### config.mk
export PLATFORM = sky130hd
export DESIGN_NAME = pgw_page_writer
export DESIGN_NICKNAME = d
export VERILOG_FILES = /design/src/rtl/pgw_pkg.sv /design/src/rtl/pgw_page_buffer.sv /design/src/rtl/pgw_commit_timer.sv /design/src/rtl/pgw_sram.sv /design/src/rtl/pgw_page_writer.sv
export SDC_FILE = /design/constraint.sdc
export NUM_CORES = 2
export LEC_CHECK = 0
export ABC_AREA = 0
export BUFFER_PORTS_ARGS = -buffer_cell sky130_fd_sc_hd__buf_2
export CORE_ASPECT_RATIO = 1.4
export CORE_MARGIN = 2
export CORE_UTILIZATION = 50
export CTS_BUF_LIST = sky130_fd_sc_hd__clkbuf_16
export CTS_CLUSTER_SIZE = 40
export DETAILED_ROUTE_END_ITERATION = 12
export PLACE_DENSITY = 0.69
export REMOVE_ABC_BUFFERS = 1
export SKIP_CTS_REPAIR_TIMING = 1
export SYNTH_ARGS = -nofsm -noshare
export SYNTH_HDL_FRONTEND = slang
export SYNTH_MEMORY_MAX_BITS = 65536
export SYNTH_SLANG_ARGS = --single-unit
### constraint.sdc
create_clock -name clk -period 6.6 [get_ports clk]
set_clock_uncertainty 0.15 [all_clocks]
set_input_delay 0.66 -clock clk [delete_from_list [all_inputs] [get_ports clk]]
set_output_delay 0.66 -clock clk [all_outputs]
set_load 0.02 [all_outputs]
### src/rtl/pgw_pkg.sv
package pgw_pkg;
  typedef enum logic {PH_IDLE, PH_FILL} phase_e;

  // A commit is refused when protection is on and the row lies in the upper half.
  function automatic logic commit_blocked(input logic prot, input logic upper_half);
    return prot && upper_half;
  endfunction

  // Next slot inside a page; wraps by the natural width of the slot index.
  function automatic logic [3:0] slot_after(input logic [3:0] slot);
    return slot + 4'd1;
  endfunction
endpackage

### src/rtl/pgw_page_buffer.sv
module pgw_page_buffer #(
  parameter int PAGE_W = 4,
  parameter int DATA_W = 8
) (
  input  logic                    clk,
  input  logic                    rst_n,
  input  logic                    clear,
  input  logic                    wr_en,
  input  logic [PAGE_W-1:0]       wr_slot,
  input  logic [DATA_W-1:0]       wr_data,
  input  logic [PAGE_W-1:0]       rd_slot,
  output logic [DATA_W-1:0]       rd_data,
  output logic [(1<<PAGE_W)-1:0]  mask
);
  localparam int SLOTS = 1 << PAGE_W;

  logic [DATA_W-1:0] slot_q [SLOTS];

  for (genvar s = 0; s < SLOTS; s++) begin : g_slot
    always_ff @(posedge clk) begin
      if (!rst_n) begin
        slot_q[s] <= '0;
        mask[s]   <= 1'b0;
      end else if (clear) begin
        mask[s]   <= 1'b0;
      end else if (wr_en && wr_slot == PAGE_W'(s)) begin
        slot_q[s] <= wr_data;
        mask[s]   <= 1'b1;
      end
    end
  end

  assign rd_data = slot_q[rd_slot];
endmodule

### src/rtl/pgw_commit_timer.sv
module pgw_commit_timer #(
  parameter int BUSY_CYCLES = 250000,
  parameter int PAGE_W      = 4
) (
  input  logic              clk,
  input  logic              rst_n,
  input  logic              go,
  output logic              busy,
  output logic              slot_vld,
  output logic [PAGE_W-1:0] slot
);
  localparam int CNT_W = $clog2(BUSY_CYCLES + 1);
  localparam int SLOTS = 1 << PAGE_W;

  logic [CNT_W-1:0] cnt;

  always_ff @(posedge clk) begin
    if (!rst_n) begin
      busy <= 1'b0;
      cnt  <= '0;
    end else if (!busy) begin
      if (go) begin
        busy <= 1'b1;
        cnt  <= '0;
      end
    end else if (cnt == CNT_W'(BUSY_CYCLES - 1)) begin
      busy <= 1'b0;
    end else begin
      cnt <= cnt + 1'b1;
    end
  end

  // The first SLOTS cycles of the window sweep the page buffer.
  assign slot_vld = busy && (cnt < CNT_W'(SLOTS));
  assign slot     = cnt[PAGE_W-1:0];
endmodule

### src/rtl/pgw_sram.sv
module pgw_sram #(
  parameter int ADDR_W = 9,
  parameter int DATA_W = 8
) (
  input  logic              clk,
  input  logic              we,
  input  logic [ADDR_W-1:0] waddr,
  input  logic [DATA_W-1:0] wdata,
  input  logic [ADDR_W-1:0] raddr,
  output logic [DATA_W-1:0] rdata
);
  localparam int DEPTH = 1 << ADDR_W;

  logic [DATA_W-1:0] mem [DEPTH];

  initial begin
    for (int i = 0; i < DEPTH; i++) mem[i] = '0;
  end

  always_ff @(posedge clk) begin
    if (we) mem[waddr] <= wdata;
    rdata <= mem[raddr];
  end
endmodule

### src/rtl/pgw_page_writer.sv
module pgw_page_writer #(
  parameter int ADDR_W      = 9,
  parameter int PAGE_W      = 4,
  parameter int DATA_W      = 8,
  parameter int BUSY_CYCLES = 250000
) (
  input  logic              clk,
  input  logic              rst_n,
  input  logic              wr_start,
  input  logic [ADDR_W-1:0] wr_addr,
  input  logic              byte_valid,
  input  logic [DATA_W-1:0] byte_data,
  input  logic              stop,
  input  logic              wp,
  input  logic [ADDR_W-1:0] rd_addr,
  output logic [DATA_W-1:0] rd_data,
  output logic              busy,
  output logic [ADDR_W-1:0] cur_addr
);
  import pgw_pkg::*;

  localparam int ROW_W = ADDR_W - PAGE_W;
  localparam int SLOTS = 1 << PAGE_W;

  phase_e              phase;
  logic [ROW_W-1:0]    row;
  logic [PAGE_W-1:0]   low;
  logic [SLOTS-1:0]    mask;
  logic [DATA_W-1:0]   buf_data;
  logic                slot_vld;
  logic [PAGE_W-1:0]   slot;

  // Named internal events, also observed by the bound checker.
  logic take_start, accept_byte, end_seq, commit_go, mem_we, row_msb;

  assign row_msb     = row[ROW_W-1];
  assign take_start  = wr_start && !busy;
  assign accept_byte = byte_valid && !wr_start && !busy && phase == PH_FILL;
  assign end_seq     = stop && !wr_start && !busy && phase == PH_FILL;
  assign commit_go   = end_seq && (|mask) && !commit_blocked(wp, row_msb);
  assign mem_we      = slot_vld && mask[slot];

  always_ff @(posedge clk) begin
    if (!rst_n) begin
      phase <= PH_IDLE;
      row   <= '0;
      low   <= '0;
    end else if (take_start) begin
      phase <= PH_FILL;
      row   <= wr_addr[ADDR_W-1:PAGE_W];
      low   <= wr_addr[PAGE_W-1:0];
    end else if (accept_byte) begin
      low   <= PAGE_W'(slot_after(4'(low)));
    end else if (end_seq) begin
      phase <= PH_IDLE;
    end
  end

  assign cur_addr = {row, low};

  pgw_page_buffer #(.PAGE_W(PAGE_W), .DATA_W(DATA_W)) buf_i (
    .clk     (clk),
    .rst_n   (rst_n),
    .clear   (take_start),
    .wr_en   (accept_byte),
    .wr_slot (low),
    .wr_data (byte_data),
    .rd_slot (slot),
    .rd_data (buf_data),
    .mask    (mask)
  );

  pgw_commit_timer #(.BUSY_CYCLES(BUSY_CYCLES), .PAGE_W(PAGE_W)) tmr_i (
    .clk      (clk),
    .rst_n    (rst_n),
    .go       (commit_go),
    .busy     (busy),
    .slot_vld (slot_vld),
    .slot     (slot)
  );

  pgw_sram #(.ADDR_W(ADDR_W), .DATA_W(DATA_W)) ram_i (
    .clk   (clk),
    .we    (mem_we),
    .waddr ({row, slot}),
    .wdata (buf_data),
    .raddr (rd_addr),
    .rdata (rd_data)
  );
endmodule

-- Word level (Yosys, flattened, before mapping)
Memory sizes are Yosys's and may differ from the RTL's. A register that Yosys moved wholly into a read port is not among the register bits.
Cells that the tools add are included.
- bits in registers: 45
- RAM bits: 4224
- output and inout bits: 18
- word-level logic and storage cells: 199
- memories: 2
- add/subtract/negate cells: 2
- order comparisons: 2
- equality and inequality tests: 18
- multiplexer cells: 98
- bitwise gates (word level): 17
- reductions and logical operators: 39
- memories (memory ; depth ; bits a word ; rd ports ; clocked after Yosys merged registers in ; wr ports ; RTL line ; source):
    ram_i.mem ; 512 ; 8 ; 1 ; 1 ; 1 ; pgw_sram.sv:14 ; logic [DATA_W-1:0] mem [DEPTH];
    buf_i.slot_q ; 16 ; 8 ; 1 ; 1 ; 16 ; pgw_page_buffer.sv:17 ; logic [DATA_W-1:0] slot_q [SLOTS];
- operators with widths (operator ; number):
    $mux 8 ; 16
    $mux 1 ; 74
    $mux 18 ; 3
    $eq 4x4->1 const B ; 8
    $logic_and 1x1->1 ; 28
    $add 18x1->18 const B ; 1
    $eq 18x18->1 const B ; 1
    $lt 18x5->1 const B ; 1
    $eq 4x3->1 const B ; 4
    $mux 4 ; 4
    $or 1x1->1 ; 16
    $reduce_or 16->1 ; 1
    $eq 4x2->1 const B ; 2
    $reduce_bool 2->1 ; 3
    $lt 4x5->1 const B ; 1
    $add 4x1->4 const B ; 1
    $bmux 1 s4 ; 1
    $eq 4x1->1 const B ; 1
    $logic_not 4->1 ; 1
    $reduce_and 2->1 ; 2
    $logic_not 1->1 ; 3
    $ne 2x1->1 const B ; 1
    $ne 2x2->1 const B ; 1
    $reduce_or 2->1 ; 1
    $not 1->1 ; 1

-- Logic depth before layout (Yosys ltp)
- depth after elaboration: 10
- depth in mapped cells: 15
- gate-level depth less buffers: 8

-- Cells and area by module
Synthesis repeated with hierarchy kept, for this count alone.
- cells, all modules: 8699
- area total of the unflattened synthesis: 167918.5 um^2
- by module, submodules not included (module ; times used ; cells each ; area an instance (um^2) ; seq. area each (um^2)):
    pgw_sram ; 1 ; 8030 ; 159927.1 ; 123158.1
    pgw_page_buffer ; 1 ; 462 ; 6200.9 ; 4164.0
    pgw_commit_timer ; 1 ; 127 ; 1116.1 ; 380.4
    pgw_page_writer ; 1 ; 80 ; 674.4 ; 200.2

-- Worst setup path before layout
No wires, ideal clock.
- path type: register -> register
- start: register with a tool-made name
- end: memory ram_i.mem[0][0] (data pin)
- library setup time: 0.903 ns
- arrival: 4.919 ns
- path slack: 0.628 ns
- cell stages (with the launch flop): 5
- buffers on the path: 2
- period minus slack after synthesis: 5.972 ns
- cell sequence: dfxtp_1 clkbuf_1 buf_1 mux4_2 mux4_2
- RTL lines (element ; RTL line):
    end: declaration ; pgw_sram.sv:14

-- Worst setup path in the final report
- start: register tmr_i.cnt[2]
- end: memory ram_i.mem[498][1] (enable)
- word-level cells in the longest chain between the ends: 5
- elaborated cells on any way between the ends: 7
- those cells by class: 1 x order compare; 4 x mux; 2 x reduce/logical
- RTL lines (element ; RTL line ; source):
    start: declaration ; pgw_commit_timer.sv:15 ; logic [CNT_W-1:0] cnt;
    start signal: assignment ; pgw_commit_timer.sv:29 ; cnt <= cnt + 1'b1;
    $lt 18x5->1 / $bmux 1 s4 (equally long branches) ; pgw_commit_timer.sv:34, pgw_page_writer.sv:41 ;
    $logic_and 1x1->1 / $mux 1 (equally long branches) ; pgw_commit_timer.sv:34, pgw_page_writer.sv:41 ;
    $logic_and 1x1->1 ; pgw_page_writer.sv:41 ; assign mem_we = slot_vld && mask[slot];
    $mux 1 ; pgw_sram.sv:21 ; if (we) mem[waddr] <= wdata;
    $mux 1 (not written as such) ; pgw_sram.sv:21 ;
Parallel ways exist; a longest one is shown, timed or not. The select of a mux whose other input is x is not followed.

==> results.toml <==
[status]
status = "finished with violations"
violations = "capacitance limit, slew limit"

[synthesis]
synthArstFlopShare_pct = 0
synth.top_cell.area_share_pct = 75.1
synthDistinctLibCells = 83
yosys_warnings = 0
syn_area_mm2 = 0.169
synth_top_cells_by_area = "edfxtp_1 75%, mux4_2 9.0%, mux2i_1 4.4%"
synth_top_area_cell = "edfxtp_1"
synth-main-ff-cell = "edfxtp_1"
ys_ff_latch = 4281
synth-edff-count = 4224
postSynthAreaPerCell_um2 = 19.4
yosysSeqAreaShare_pct = 75.8
synthCells = 8707

[global_route]
grt_max_degree = 181
antenna_found_initial = 26
grt_pass1_vias = 88500
grt_use_total_pct = 26.3
gr-total-overflow = 0
grt_pass1_wl_um = 646000

[layout]
final_cell_mix = "4224 x edfxtp_1, 743 x mux2i_1, 673 x nor2_1, 666 x mux4_2, 386 x clkbuf_16"
final_nets = 8888
nFillCells = 24900
ff_latch_area_mm2 = 0.128
final_area_mm2 = 0.187
area_delta_synth_final_pct = 10.4
layout_commonest_cell = "edfxtp_1"
multiInputGateArea_mm2 = 0.0375
drive_gt1_share_pct = 17.3

[power]
pwr-share-seq_pct = 54.5
p_switching_uw = 11600
p_int_uw = 43200
leakagePower_uw = 0.0599
power.share.clock_pct = 40.6
p_total_uw = 54800
swShare_pct = 21.1
p_comb_share_pct = 4.9
vdd_drop_max_mv = 0.275
power.density_mw_per_mm2 = 294

[worst_setup_path]
critPathMaxFanout = 16
critical_path_required_ns = 7.00
start_kind = "register"
path_class = "reg2reg"
arrival_ns = 5.39
end_kind = "register"

[detailed_routing]
remaining_drc_errors = 0
initialDrtViolationCount = 11000
antenna_left = 0
vias = 88000
drt_wl_total_um = 456000
drt-wirelength-per-cell_um = 33.5
viasPerCell = 6.47
drtPass1Iterations = 6

[clocking]
cts_inserted_buffers = 376
cts_root_buf = "clkbuf_16"
clock_sink_count = 4281
htreeDepth = 5
clk_latency_ns = 0.94
cts_tree = "done"
clk_path_buf_depth = 4
clk_pin_slew_ns = 0.07

[timing]
finalWorstSetupSlack_ns = 1.61
relSlewSlack_pct = -4.03
rsz0062_at_grt = "false"
clock.fmax_mhz = 201
finalCritPeriodShare_pct = 75.6
setup_viol = 0
hold_viol = 0
finalCriticalPeriod_ns = 4.99
fin_hold_ws_ns = 0.00767
worst_pin_slew_ns = 1.55
drv_slew = 2
fin_setup_tns_ns = 0

[placement]
dpl-instance-area_mm2 = 0.174
io_buffers = 49
hpwl_um = 283000
place_congestion = 0.898
pre_cts_ws_ns = 1.21

[floorplan]
die_h_um = 692
initial_core_util_pct = 50.2
num_rows = 252
coreArea_mm2 = 0.336
die-area_mm2 = 0.343
io_pins = 50
die_x_um = 495

[run]
cap_violations = 2

[worst_hold_path]
hp-class = "in2reg"
[flip-flops by register name, summed over array words and instances (netlist names), named ones only]
| name | flops |
|---|---|
| buf_i.slot_q | 128 |
| buf_i.mask | 16 |
| tmr_i.busy | 1 |
| phase | 1 |
| ram_i.rdata | 8 |
| low | 4 |
| row | 5 |
| tmr_i.cnt | 18 |
| ram_i.mem | 4096 |
[worst max-delay path, cell delays in order, from the launching register on]
cell and delay, ns:
dfxtp_1 0.70, nor2b_1 0.34, nor2b_1 0.23, a2111oi_0 0.41
buf_4 0.22, nand2_1 0.07, nor2_1 0.63, buf_4 0.46
nand2_1 0.52, nor2_1 0.88
[through the flow]
step / instances / util (%)
after detailed placement: 12900 / 51.7
after global placement: 12900 / 51.7
after CTS: 13600 / 55.4
final: 13600 / 55.4
after floorplan: 8161 / -
after global routing: 13600 / 55.4
[power by group through the flow]
| stage | sequential, µW | clock, µW | combinational [µW] |
|---|---|---|---|
| 2_1_floorplan | 30500 | 0 | 1190 |
| 5_1_grt | 29900 | 23400 | 2760 |
| 4_1_cts | 29900 | 22400 | 2650 |
| 3_3_place_gp | 30500 | 0 | 2600 |
| 6_report | 29900 | 22300 | 2680 |
| 3_5_place_dp | 30500 | 0 | 2640 |
[worst paths after layout]
path | from | to | slack [ns] | cells after the start
setup / recovery | tmr_i.cnt[2]$_SDFFE_PN0P_ | ram_i.mem[498][1]$_DFFE_PP_ | 1.61 | 9
hold / removal | stop | phase$_SDFFE_PN0P_ | 0.008 | 4
setup reg to reg | tmr_i.cnt[2]$_SDFFE_PN0P_ | ram_i.mem[498][1]$_DFFE_PP_ | 1.61 | 9
hold reg to reg | phase$_SDFFE_PN0P_ | phase$_SDFFE_PN0P_ | 0.34 | 2
[cell usage after synthesis (13+ instances only)]
cell type	number
a211oi_1	22
a21o_1	30
a21oi_1	188
a22oi_1	39
a31oi_1	45
and2_1	148
buf_1	30
buf_2	91
buf_4	42
buf_6	75
buf_8	44
clkbuf_1	248
dfxtp_1	57
edfxtp_1	4224
mux2_2	13
mux2i_1	743
mux4_1	45
mux4_2	674
nand2_1	219
nand2b_1	15
nand3_1	55
nand4_1	30
nor2_1	673
nor2b_1	15
nor3_1	106
nor4_1	38
o21a_1	15
o21ai_0	106
o221ai_1	268
o22ai_1	199
[layer usage]
layer  global-route usage (%)  up-vias  part of all wire, %
met4                     15.8       20                  7.1
li1                         -    36100                    -
met5                        0        -                0.030
met1                     32.0    45700                   35
met2                     43.9     5049                   50
met3                     4.62     1172                  8.4
[kinds of logic after synthesis]
logic type / after synthesis / synth area share [%]
xor gates and xnor gates: 12 / 0.0622
DFF: 4281 / 75.8
AOI/OAI and AO/OA: 1015 / 4.15
muxes: 1475 / 14.2
adders and majority gates: 8 / 0.0593
buffers and inverters: 555 / 2.12
and+or+nand+nor: 1361 / 3.64
[layout make-up]
| class | instances | area share [%] |
|---|---|---|
| diodes | 13 | 0.0174 |
| clock inverters | 295 | 1.45 |
| flip-flops and latches | 4281 | 68.6 |
| multi-input cells | 3871 | 20.1 |
| inverters | 9 | 0.0262 |
| clock buffers | 386 | 5.18 |
| well taps | 4445 | 2.98 |
| repair buffers | 309 | 1.61 |
(Power assumes the default switching activity.)
